[src/rtl/cpsu_pkg.sv]
// Package: shared types and widths for the charge pump speed-up controller.
// Assumes: codes are unsigned half-units of the bias current.
package cpsu_pkg;
    localparam int unsigned CODE_W = 7;
    localparam int unsigned GAIN_W = 2;

    typedef enum logic [1:0] {
        WIN_IDLE  = 2'd0,
        WIN_ARMED = 2'd1,
        WIN_OPEN  = 2'd2
    } win_state_t;

    typedef struct packed {
        logic [CODE_W-1:0] aux;
        logic [CODE_W-1:0] prop;
        logic [CODE_W-1:0] integ;
    } pump_codes_t;
endpackage

[src/rtl/cpsu_strobe_edge.sv]
// Module: registers the strobe and flags its rising and falling transitions.
// Assumes: strobe is already synchronous to clk.
module cpsu_strobe_edge (
    input  logic clk,
    input  logic rst_n,
    input  logic strobe,
    output logic rise,
    output logic fall
);
    logic strb_q;

    // Hold last sampled strobe level; reset treats it as low.
    always_ff @(posedge clk) begin
        if (!rst_n) strb_q <= 1'b0;
        else        strb_q <= strobe;
    end

    // Compare present level with the previous sample.
    always_comb begin
        rise = strobe & ~strb_q;
        fall = ~strobe & strb_q;
    end

    assert_edges_exclusive_R5: assert property (@(posedge clk) disable iff (!rst_n)
        !(rise && fall));
endmodule

[src/rtl/cpsu_window_fsm.sv]
// Module: speed-up window tracker. A load arms it, the next strobe rise
// opens it and the following strobe fall closes it.
// Assumes: load has priority over edges in the same cycle.
module cpsu_window_fsm
    import cpsu_pkg::*;
(
    input  logic clk,
    input  logic rst_n,
    input  logic load,
    input  logic rise,
    input  logic fall,
    output logic win_next
);
    win_state_t state_q, state_d;

    // Next-state selection; a load always re-arms.
    always_comb begin
        state_d = state_q;
        if (load) begin
            state_d = WIN_ARMED;
        end else begin
            case (state_q)
                WIN_ARMED: if (rise) state_d = WIN_OPEN;
                WIN_OPEN:  if (fall) state_d = WIN_IDLE;
                default:   state_d = WIN_IDLE;
            endcase
        end
    end

    // State register with synchronous reset.
    always_ff @(posedge clk) begin
        if (!rst_n) state_q <= WIN_IDLE;
        else        state_q <= state_d;
    end

    // Window level as it will be after this edge.
    always_comb win_next = (state_d == WIN_OPEN);

    assert_fall_closes_R6: assert property (@(posedge clk) disable iff (!rst_n)
        (state_q == WIN_OPEN && fall && !load) |=> (state_q == WIN_IDLE));
    assert_armed_waits_R7: assert property (@(posedge clk) disable iff (!rst_n)
        (state_q == WIN_ARMED && !rise && !load) |=> (state_q == WIN_ARMED));
    assert_load_rearms_R10: assert property (@(posedge clk) disable iff (!rst_n)
        load |=> (state_q == WIN_ARMED));
    assert_idle_stays_R6: assert property (@(posedge clk) disable iff (!rst_n)
        (state_q == WIN_IDLE && !load) |=> (state_q == WIN_IDLE));
endmodule

[src/rtl/cpsu_mode_arb.sv]
// Module: resolves the speed-up request from the window, the force bit and the block bit.
// Assumes: block has the highest priority.
module cpsu_mode_arb (
    input  logic win_open,
    input  logic force_on,
    input  logic block_on,
    output logic spu
);
    // Priority: block, then force, then the strobe window.
    always_comb begin
        if (block_on)      spu = 1'b0;
        else if (force_on) spu = 1'b1;
        else               spu = win_open;
    end
endmodule

[src/rtl/cpsu_gain_map.sv]
// Module: maps the gain selector and speed-up state to pump codes.
// Assumes: low gain is the high gain divided by LOW_DIV exactly;
//          the selector's upper bit turns the integral pump off.
module cpsu_gain_map
    import cpsu_pkg::*;
#(
    parameter int unsigned AUX_HI   = 3,
    parameter int unsigned PROP_HI  = 6,
    parameter int unsigned SPU_MULT = 5,
    parameter int unsigned INT_MULT = 12,
    parameter int unsigned LOW_DIV  = 3
) (
    input  logic [GAIN_W-1:0] gain,
    input  logic              spu,
    output pump_codes_t       codes
);
    localparam int unsigned NSEL    = 1 << GAIN_W;
    localparam int unsigned PSU_HI  = PROP_HI * SPU_MULT;
    localparam int unsigned INT_HI  = PROP_HI * INT_MULT;

    logic [CODE_W-1:0] aux_tbl   [NSEL];
    logic [CODE_W-1:0] prop_tbl  [NSEL];
    logic [CODE_W-1:0] psu_tbl   [NSEL];
    logic [CODE_W-1:0] integ_tbl [NSEL];

    // One table row per selector value; bit 0 picks the divided-down set.
    for (genvar g = 0; g < NSEL; g++) begin : g_row
        localparam int unsigned DIV = ((g % 2) == 1) ? LOW_DIV : 1;
        localparam bit INT_ON = (g < NSEL / 2);
        assign aux_tbl[g]   = CODE_W'(AUX_HI / DIV);
        assign prop_tbl[g]  = CODE_W'(PROP_HI / DIV);
        assign psu_tbl[g]   = CODE_W'(PSU_HI / DIV);
        assign integ_tbl[g] = INT_ON ? CODE_W'(INT_HI / DIV) : '0;
    end

    // Pick row, then choose boosted or normal values.
    always_comb begin
        codes.aux   = aux_tbl[gain];
        codes.prop  = spu ? psu_tbl[gain] : prop_tbl[gain];
        codes.integ = spu ? integ_tbl[gain] : '0;
    end
endmodule

[src/rtl/cp_speedup_ctrl.sv]
// Module: top of the charge pump speed-up controller. Outputs are registered
// and reflect the inputs sampled at the previous edge.
// Assumes: all inputs are synchronous to clk; aword_load is a one-cycle pulse.
module cp_speedup_ctrl
    import cpsu_pkg::*;
(
    input  logic              clk,
    input  logic              rst_n,
    input  logic [GAIN_W-1:0] gain_sel,
    input  logic              force_spu,
    input  logic              block_spu,
    input  logic              aword_load,
    input  logic              strobe,
    output logic [CODE_W-1:0] aux_code,
    output logic [CODE_W-1:0] prop_code,
    output logic [CODE_W-1:0] integ_code,
    output logic              spu_active
);
    logic        rise, fall, win_next, spu_d;
    pump_codes_t codes_d;

    cpsu_strobe_edge u_edge (
        .clk(clk), .rst_n(rst_n), .strobe(strobe), .rise(rise), .fall(fall)
    );

    cpsu_window_fsm u_win (
        .clk(clk), .rst_n(rst_n), .load(aword_load),
        .rise(rise), .fall(fall), .win_next(win_next)
    );

    cpsu_mode_arb u_arb (
        .win_open(win_next), .force_on(force_spu), .block_on(block_spu), .spu(spu_d)
    );

    cpsu_gain_map u_map (
        .gain(gain_sel), .spu(spu_d), .codes(codes_d)
    );

    // Output registers; reset selects selector-00 normal values.
    always_ff @(posedge clk) begin
        if (!rst_n) begin
            spu_active <= 1'b0;
            aux_code   <= CODE_W'(3);
            prop_code  <= CODE_W'(6);
            integ_code <= '0;
        end else begin
            spu_active <= spu_d;
            aux_code   <= codes_d.aux;
            prop_code  <= codes_d.prop;
            integ_code <= codes_d.integ;
        end
    end

    assert_integ_only_in_spu_R3: assert property (@(posedge clk) disable iff (!rst_n)
        (integ_code != '0) |-> spu_active);
    assert_block_wins_R9: assert property (@(posedge clk) disable iff (!rst_n)
        block_spu |=> !spu_active);
    assert_force_holds_R8: assert property (@(posedge clk) disable iff (!rst_n)
        (force_spu && !block_spu) |=> spu_active);
    assert_prop_above_aux_R2: assert property (@(posedge clk) disable iff (!rst_n)
        prop_code > aux_code);
endmodule

[config.mk]
export PLATFORM = sky130hd
export DESIGN_NAME = cp_speedup_ctrl
export DESIGN_NICKNAME = d
export VERILOG_FILES = /design/src/rtl/cpsu_pkg.sv /design/src/rtl/cpsu_strobe_edge.sv /design/src/rtl/cpsu_window_fsm.sv /design/src/rtl/cpsu_mode_arb.sv /design/src/rtl/cpsu_gain_map.sv /design/src/rtl/cp_speedup_ctrl.sv
export SDC_FILE = /design/constraint.sdc
export NUM_CORES = 1
export LEC_CHECK = 0
export CAP_MARGIN = 25
export CORE_MARGIN = 5
export CORE_UTILIZATION = 50
export DETAILED_ROUTE_END_ITERATION = 8
export PLACE_DENSITY = 0.85
export SLEW_MARGIN = 30
export SYNTH_ARGS = -nofsm -noshare
export SYNTH_HDL_FRONTEND = slang
export SYNTH_HIERARCHICAL = 1
export SYNTH_SLANG_ARGS = --single-unit
[constraint.sdc]
create_clock -name clk -period 4.1 [get_ports clk]
set_input_delay 0.82 -clock clk [delete_from_list [all_inputs] [get_ports clk]]
set_output_delay 0.82 -clock clk [all_outputs]
set_load 0.05 [all_outputs]
==> impl_metrics.py <==
metrics = {
    "outcome": {
        "status": "complete, no violations",
    },
    "clocking": {
        "cts.hold.buffers_added": 0,
        "clock_tree.htree_level_count": 1,
        "post_cts_resized": 0,
        "clock_sinks": 25,
        "clk-insertion-delay-late_ps": 310,
        "cts.clk_slew.worst_paths_ps": 140,
        "clock_path_buffers": 2,
        "post_cts_repair_timing_setup_buffer_count": 0,
        "tritoncts_clock_tree": "done",
        "root_buffer": "clkbuf_4",
        "numCtsBuffers": 3,
    },
    "critical_path": {
        "maximum_fanout_along_the_worst_path": 1,
        "critical-path-slowest-cell": "clkdlybuf4s50_1",
        "timing.critical_path.cells": "clkdlybuf4s50_1",
        "start_kind": "register",
        "worst_r2r_start": "u_win/state_q[0]$_SDFF_PN0_",
        "critical_path.top_delay_family": "buffers and inverters",
        "cp-startpoint": "integ_code[2]$_SDFF_PN0_",
        "critical_path_class": "register to primary output",
        "arrival_ps": 1470,
        "worst-path-buf-inv": 1,
        "slowest_delay_ps": 800,
        "critPathCaptureType": "primary output",
        "cp_data_required_time_ps": 3280,
    },
    "drt": {
        "via_count": 587,
        "detail_route.iter0.violations": 5,
        "dr.pass1.iters": 2,
        "ant_nets": 0,
        "route.detailed.vias_per_inst": 4.08,
        "remaining_drc_errors": 0,
        "routedWlPerCell_um": 10.4,
        "postRouteWirelength_um": 1490,
    },
    "power_and_ir_drop": {
        "standby_leakage_power_nw": 0.539,
        "peak_ir_drop_on_the_vdd_network_mv": 0.233,
        "power_per_cell_area_nw_per_um2": 364,
    },
    "logic_synthesis": {
        "yosysUniqueCellTypes": 18,
        "synth-seq-area-share_pct": 51.9,
        "ys_seq_elements": 25,
        "synthesis.instances": 92,
        "synthesis.area_um2": 963,
        "synth.yosys.warnings": 6,
        "postSynthAreaPerCell_um2": 10.5,
    },
    "sta": {
        "max_clock_freq_ghz": 0.437,
        "timing.final.hold_violations": 0,
        "timing_max_transition_violations_final": 0,
        "rsz_0062_raised_after_global_routing": "no",
        "finalClockSkew_ps": 8.23,
        "timing.final.crit_period_ps": 2290,
        "final_critical_path_setup_slack_ps": 1810,
        "setup_viol_count_final": 0,
        "period_share_pct": 55.8,
        "worst_slew_pin_slew_ps": 635,
        "relative_max_transition_margin_pct": 57.6,
        "setup_total_negative_slack_ps": 0,
    },
    "placed_design": {
        "gp_routability_congestion": 0.676,
        "port_buffers": 29,
        "pre_cts_slack_ps": 1560,
        "detailed_place_hpwl_um": 1130,
    },
    "global_route": {
        "first_global_vias": 599,
        "grt_pass1_wl_um": 2500,
        "grt_max_degree": 25,
        "grt-ovfl-total": 0,
        "antenna_found_initial": 0,
        "grt_usage_pct": 12.0,
    },
    "run": {
        "drv_cap": 0,
    },
    "worst_hold_path": {
        "min_from": "u_win/state_q[0]$_SDFF_PN0_",
        "hold_class": "register to register",
    },
    "floorplan": {
        "coreArea_um2": 1780,
        "die-area_um2": 2900,
        "die_width_um": 53.9,
        "initial_core_util_pct": 54.0,
        "rows": 15,
        "die_y_um": 53.9,
        "io_pins": 30,
    },
    "final_layout": {
        "antennaDiodeCount": 0,
        "fillCellCount": 142,
        "multi_input_area_um2": 354,
        "regArea_um2": 500,
        "layout-drive-gt1-share_pct": 7.56,
        "area_grow_syn2layout_pct": 26.9,
        "nets": 130,
    },
}
==> worst register-to-register path: stages (launching register included) <==
cell and delay (ps):
dfxtp_1 370, inv_1 50, ha_1 310, nor2b_1 150
o21ai_2 70, nor3b_2 150, o21ba_1 220, and3b_1 190
and2_1 150
==> metal layers <==
| layer | global-route usage, % | wire length [µm] |
|---|---|---|
| met5 | 0 | 0 |
| met3 | 3.05 | 97 |
| met1 | 12.4 | 613 |
| met4 | 5.11 | 23 |
| met2 | 22.4 | 760 |
==> cells in the mapped netlist <==
cell type  count  area, µm²
o21ba_1        1       10.0
nor2_1         2       7.51
nor2b_2        1       8.76
and2_1        19        119
buf_4         18        135
o21ai_2        1       8.76
o211ai_2       1       12.5
nor3b_2        2       25.0
a21oi_1        1       5.00
conb_1         2       7.51
ha_1           2       25.0
nor2b_1        5       31.3
and3b_1        1       8.76
dfxtp_1       25        500
and2b_1        1       7.51
inv_1          5       18.8
nand2b_1       4       25.0
a21o_1         1       7.51
==> cells by family after synthesis <==
family | share of synthesized area (%)
other cells | 0.780
flops | 51.9
simple gates | 24.2
buf+inv | 16.0
compound gates | 4.55
fa+ha+maj | 2.60
==> layout make-up <==
class / count / share of cell area [%]
sequential: 25 / 40.9
multi-input combinational: 56 / 29.0
timing repair buffer: 29 / 23.7
tap: 25 / 2.56
clock buffer: 3 / 1.84
inverter: 5 / 1.54
clock inverter: 1 / 0.409
==> placed cells by master (no fill, tap or decap) <==
master,instances
conb_1,14
clkbuf_4,3
a21o_1,1
and2b_1,1
inv_1,5
nor3b_2,2
clkdlybuf4s50_1,29
nor2b_1,5
nor2b_2,1
nand2b_1,4
clkinv_2,1
a21oi_1,1
and2_1,19
ha_1,2
o21ba_1,1
and3b_1,1
o21ai_2,1
nor2_1,2
dfxtp_1,25
o211ai_2,1
==> through the flow <==
step           cell area [µm²]  hold slack [ps]  util, %  total power, mW  cells
3_3_place_gp              1190              596     67.0            0.342    140
6_report                  1220              632     68.6            0.445    144
2_1_floorplan             1010              574        -            0.325    104
3_5_place_dp              1190              616     67.0            0.343    140
4_1_cts                   1220              635     68.6            0.449    144
5_1_grt                   1220              697     68.6            0.464    144
==> where the power goes <==
group | internal [mW] | switching (mW)
clock network | 0.0364 | 0.0709
registers | 0.254 | 0.00316
logic | 0.0306 | 0.0502
==> registers in the layout, indices dropped and copies added, names as in the netlist <==
name           count
u_win/state_q      2
u_edge/strb_q      1
spu_active         1
integ_code         7
prop_code          7
aux_code           7
==> final timing paths <==
kind	to	slack, ps	cells after the start
max	integ_code[2]	1810	1
min	u_win/state_q[0]$_SDFF_PN0_	630	3
max reg2reg	integ_code[4]$_SDFF_PN0_	2350	8
min reg2reg	u_win/state_q[0]$_SDFF_PN0_	630	3
(Power assumes the default switching activity.)
